[src/rtl/tsu_pkg.sv]
package tsu_pkg;
  localparam int unsigned GATE_W = 4;
  typedef logic [GATE_W-1:0] gate_t;

  // deferral is only honoured when update gating is off
  function automatic logic defer_active(input gate_t gate, input logic resync);
    return resync && (gate == '0);
  endfunction
endpackage

[src/rtl/tsu_sync_decode.sv]
module tsu_sync_decode (
  input  logic clk,
  input  logic rst_n,
  input  logic sync_evt_i,
  input  logic start_en_i,
  input  logic reset_en_i,
  input  logic running_i,
  output logic reset_fire_o,
  output logic start_q_o,
  output logic reset_q_o
);
  logic start_fire;
  logic start_d, reset_d;

  // next-state: an event starts an idle counter or restarts a running one
  always_comb begin
    start_fire   = sync_evt_i && start_en_i && !running_i;
    reset_fire_o = sync_evt_i && reset_en_i && running_i;
    start_d      = start_fire;
    reset_d      = reset_fire_o;
  end

  always_ff @(posedge clk or negedge rst_n) begin
    if (!rst_n) begin
      start_q_o <= 1'b0;
      reset_q_o <= 1'b0;
    end else begin
      start_q_o <= start_d;
      reset_q_o <= reset_d;
    end
  end

  assert_start_cause_R1: assert property (@(posedge clk) disable iff (!rst_n)
    start_q_o |-> $past(sync_evt_i && start_en_i));
  assert_reset_cause_R2: assert property (@(posedge clk) disable iff (!rst_n)
    reset_q_o |-> $past(sync_evt_i && reset_en_i));
  assert_start_reset_excl_R3: assert property (@(posedge clk) disable iff (!rst_n)
    !(start_q_o && reset_q_o));
endmodule

[src/rtl/tsu_req_merge.sv]
module tsu_req_merge #(
  parameter int unsigned N_NBR = 7
) (
  input  logic [N_NBR-1:0] nbr_req_i,
  input  logic             sw_req_i,
  output logic             any_req_o
);
  logic [N_NBR:0] chain;

  assign chain[0] = sw_req_i;
  for (genvar g = 0; g < N_NBR; g++) begin : g_or
    assign chain[g+1] = chain[g] | nbr_req_i[g];
  end
  assign any_req_o = chain[N_NBR];
endmodule

[src/rtl/tsu_upd_defer.sv]
module tsu_upd_defer
  import tsu_pkg::*;
(
  input  logic  clk,
  input  logic  rst_n,
  input  logic  req_i,
  input  logic  resync_i,
  input  gate_t gate_i,
  input  logic  rollover_i,
  input  logic  sync_rst_i,
  output logic  xfer_o
);
  logic defer, boundary;
  logic pend_q, pend_d;
  logic xfer_d;
  logic pend_en;

  always_comb begin
    defer    = defer_active(gate_i, resync_i);
    boundary = rollover_i || sync_rst_i;
    xfer_d   = 1'b0;
    pend_d   = pend_q;
    if (req_i && !defer) xfer_d = 1'b1;
    if (boundary) begin
      if (pend_q || (req_i && defer)) xfer_d = 1'b1;
      pend_d = 1'b0;
    end else if (req_i && defer) begin
      pend_d = 1'b1;
    end
    pend_en = boundary || (req_i && defer);
  end

  always_ff @(posedge clk or negedge rst_n) begin
    if (!rst_n) pend_q <= 1'b0;
    else if (pend_en) pend_q <= pend_d;
  end

  always_ff @(posedge clk or negedge rst_n) begin
    if (!rst_n) xfer_o <= 1'b0;
    else        xfer_o <= xfer_d;
  end

  assert_boundary_clears_R9: assert property (@(posedge clk) disable iff (!rst_n)
    (rollover_i || sync_rst_i) |=> !pend_q);
  assert_pending_released_R5: assert property (@(posedge clk) disable iff (!rst_n)
    (pend_q && (rollover_i || sync_rst_i)) |=> xfer_o);
  assert_idle_no_xfer_R11: assert property (@(posedge clk) disable iff (!rst_n)
    (!req_i && !pend_q) |=> !xfer_o);
  assert_immediate_R4: assert property (@(posedge clk) disable iff (!rst_n)
    (req_i && gate_i != '0) |=> xfer_o);
endmodule

[src/rtl/tmr_sync_upd_ctrl.sv]
module tmr_sync_upd_ctrl
  import tsu_pkg::*;
#(
  parameter int unsigned N_NBR = 7
) (
  input  logic             clk,
  input  logic             rst_n,
  input  logic             sync_evt_i,
  input  logic             sync_start_en_i,
  input  logic             sync_reset_en_i,
  input  logic             cnt_running_i,
  input  logic             rollover_i,
  input  logic [GATE_W-1:0] gate_mode_i,
  input  logic             resync_en_i,
  input  logic [N_NBR-1:0] nbr_upd_i,
  input  logic             sw_upd_i,
  output logic             cnt_start_o,
  output logic             cnt_reset_o,
  output logic             xfer_o
);
  logic sync_rst_fire;
  logic any_req;

  tsu_sync_decode u_sync (
    .clk          (clk),
    .rst_n        (rst_n),
    .sync_evt_i   (sync_evt_i),
    .start_en_i   (sync_start_en_i),
    .reset_en_i   (sync_reset_en_i),
    .running_i    (cnt_running_i),
    .reset_fire_o (sync_rst_fire),
    .start_q_o    (cnt_start_o),
    .reset_q_o    (cnt_reset_o)
  );

  tsu_req_merge #(.N_NBR(N_NBR)) u_merge (
    .nbr_req_i (nbr_upd_i),
    .sw_req_i  (sw_upd_i),
    .any_req_o (any_req)
  );

  tsu_upd_defer u_defer (
    .clk        (clk),
    .rst_n      (rst_n),
    .req_i      (any_req),
    .resync_i   (resync_en_i),
    .gate_i     (gate_mode_i),
    .rollover_i (rollover_i),
    .sync_rst_i (sync_rst_fire),
    .xfer_o     (xfer_o)
  );

  assert_reset_carries_pending_R8: assert property (@(posedge clk) disable iff (!rst_n)
    (cnt_reset_o && $past(u_defer.pend_q)) |-> xfer_o);
endmodule

[config.mk]
export PLATFORM = sky130hd
export DESIGN_NAME = tmr_sync_upd_ctrl
export DESIGN_NICKNAME = d
export VERILOG_FILES = /design/src/rtl/tsu_pkg.sv /design/src/rtl/tsu_sync_decode.sv /design/src/rtl/tsu_req_merge.sv /design/src/rtl/tsu_upd_defer.sv /design/src/rtl/tmr_sync_upd_ctrl.sv
export SDC_FILE = /design/constraint.sdc
export NUM_CORES = 1
export LEC_CHECK = 0
export BUFFER_PORTS_ARGS = -buffer_cell sky130_fd_sc_hd__buf_2
export CAP_MARGIN = 15
export CORE_AREA = 2 2 39 41
export DETAILED_ROUTE_END_ITERATION = 8
export DIE_AREA = 0 0 41 43
export PLACE_DENSITY = 0.44
export SLEW_MARGIN = 20
export SYNTH_ARGS = -nofsm -noshare
export SYNTH_HDL_FRONTEND = slang
export SYNTH_SLANG_ARGS = --single-unit
[constraint.sdc]
create_clock -name clk -period 2.85 [get_ports clk]
set_clock_uncertainty 0.1 [all_clocks]
set_input_delay 0.285 -clock clk [delete_from_list [all_inputs] [get_ports clk]]
set_output_delay 0.285 -clock clk [all_outputs]
set_load 0.02 [all_outputs]
==> run_results.csv <==
group,metric,value,unit
yosys,synth-compound-area-share,18.6,%
place,gp_congestion,0.629,
clocking,clockBufferDepth,2,
clocking,tritoncts,"done",
critical_path,startpoint_type,"input port",
yosys,synth_nets,38,
sta,fin_hold_ws,0.120,ns
clocking,post_cts_buffers,0,
grt,top_usage_layer,"met2",
sta,drv_slew,0,
run_status,status,"completed",
place,dpl-instance-area,325,sq um
sta,rsz0062_at_grt,"false",
critical_path,rr_startpoint,"u_defer.pend_q",
sta,hold_viol,0,
min_path,worst_hold_path_type,"in2reg",
yosys,avgSynthCellArea,10.8,sq um
clocking,cts-root-buf,"clkbuf_4",
yosys,synth_seq_cells,4,
yosys,synthAdderAreaFrac,0,%
clocking,clk_latency,0.23,ns
yosys,muxShareOfSynthArea,0,%
yosys,synth_top_area_cell,"dfrtp_1",
sta,clock.fmax,792,MHz
yosys,netlist_area,195,sq um
detailed_routing,ant_nets,0,
critical_path,crit_required,2.85,ns
detailed_routing,vias_per_cell,4.03,
die,start_util,14.1,%
grt,use_met3,5.24,%
grt,antenna_found_initial,0,
pwr,p_leak,0.000183,uW
min_path,min_path_cells,2,
clocking,cts_buffers,3,
sta,fin_crit_sh,44.3,%
grt,grt_max_degree,5,
grt,use_met2,9.06,%
cells_and_area,fin_util,25.9,%
cells_and_area,fillers,153,
critical_path,reg2regPathDepth,2,
yosys,synth_edf_count,0,
die,die_w,41,um
yosys,seq_area_frac_synth,51.3,%
clocking,clock-sinks,4,
detailed_routing,drc,0,
grt,grt_pass1_wl,765,um
pwr,ir_drop,78.3,uV
yosys,synth.area.top_cells,"dfrtp_1 51%, o32ai_2 8.3%, or4_4 5.8%, nor4b_1 4.5%, a211oi_1 3.8%",
sta,period_needed,1.26,ns
critical_path,rr_endpoint,"u_defer.xfer_o",
clocking,clkTransAtPathRegs,0.03,ns
die,die_y,43,um
yosys,synthCells,18,
clocking,ctsHoldBuffers,1,
cells_and_area,syn_to_final_growth,83.3,%
critical_path,worstSetupEndpointType,"flop",
detailed_routing,drt_iter0_drc,4,
critical_path,reg2reg_slack,1.89,ns
die,core_area,1380,sq um
yosys,ys.flop_type,"dfrtp_1",
critical_path,path_class,"in2reg",
yosys,synth_top_family_by_area,"simple AND/OR/NAND/NOR gates",
sta,worst_pin_slew,0.424,ns
die,rows,14,
min_path,min_from,"cnt_running_i",
critical_path,worstPathMaxFanout,3,
grt,grt_pass1_vias,213,
die,dieArea,1760,sq um
detailed_routing,finalWirelength,479,um
grt,grt_use_total,6.85,%
yosys,synth_xor_area_share,0,%
sta,setup_tns,0,ns
cells_and_area,n_antenna_cell,0,
cells_and_area,fin_area,358,sq um
grt,gr-total-overflow,0,
die,ioPinCount,23,
grt,grt_util_met1,6.49,%
yosys,yosys.area_share.simple,26.3,%
min_path,min_to,"u_sync.start_q_o",
clocking,cts-resized-gates,0,
detailed_routing,num_vias,242,
yosys,async_flop_share,100,%
sta,finalSetupViolations,0,
pwr,power_density,418,nW/um^2
sta,timing.slew.headroom,71.3,%
cells_and_area,nets,66,
detailed_routing,drt-pass1-iter-count,4,
cells_and_area,drive_above_1_share,61.4,%
job,drv_cap,0,
critical_path,crit_arrival,1.27,ns
yosys,synth_top_area_share,51.3,%
pwr,p_total,150,uW
detailed_routing,wl_per_cell,7.98,um
yosys,yosysMostFrequentCell,"dfrtp_1",
clocking,htreeDepth,1,
yosys,synth_warnings,0,
yosys,synth_cell_types,13,
place,port_buffers,22,
yosys,synth_commonest_cells,"4 x dfrtp_1, 2 x inv_1, 2 x nor2_1",
## cells in the final DEF (no fill, tap or decap), types with 2 or more instances in the layout
cell and n:
nor2_1 2, clkbuf_4 3, inv_1 2, buf_2 22, dfrtp_1 4
## per-layer routing
metal | up-vias | share of wire (%)
met2 | 25 | 35
li1 | 120 | -
met3 | 0 | 22
met5 | - | 0
met1 | 97 | 43
met4 | 0 | 0
## worst max path at each step
stage	startpoint	to	slack (ns)	cells after the start
2_1_floorplan	nbr_upd_i[6]	u_defer.xfer_o	1.49	3
3_5_place_dp	nbr_upd_i[6]	u_defer.xfer_o	1.36	4
5_1_grt	nbr_upd_i[2]	u_defer.xfer_o	1.52	4
6_report	nbr_upd_i[6]	u_defer.xfer_o	1.59	4
3_3_place_gp	nbr_upd_i[6]	u_defer.xfer_o	1.36	4
4_1_cts	nbr_upd_i[6]	u_defer.xfer_o	1.60	4
## critical path, stage by stage
cell and delay (ns):
buf_2 0.09, or4_4 0.54, o32ai_2 0.25, o21ai_1 0.09
## power by group
group | total, uW | internal [uW] | switching, uW
clock network | 67.9 | 47.0 | 20.9
registers | 59.0 | 58.6 | 0.398
logic | 22.8 | 13.7 | 9.08
## through the flow
| step | cells | worst slack [ns] |
|---|---|---|
| detailed placement | 56 | 1.36 |
| global placement | 56 | 1.36 |
| global route | 60 | 1.52 |
| floorplan | 18 | 1.49 |
| finish | 60 | 1.59 |
| CTS | 60 | 1.60 |
## kinds of logic after synthesis
group | count (synthesis)
flip-flops | 4
buffers and inverters | 2
AO/OA/AOI/OAI | 4
AND/OR/NAND/NOR | 8
## cell type report
type / instances / area [sq um] / share of cell area [%]
Timing Repair Buffer: 23 / 120 / 33.6
Inverter: 2 / 7.51 / 2.10
Multi-Input combinational cell: 12 / 87.6 / 24.5
Clock buffer: 3 / 22.5 / 6.29
Tap cell: 16 / 20.0 / 5.59
Sequential cell: 4 / 100 / 28.0
## state kept, by name, summed over array words and instances, names as in the netlist
register          cells
u_sync.reset_q_o      1
u_defer.xfer_o        1
u_sync.start_q_o      1
u_defer.pend_q        1
Note: power is estimated with default switching activity, not from simulation.
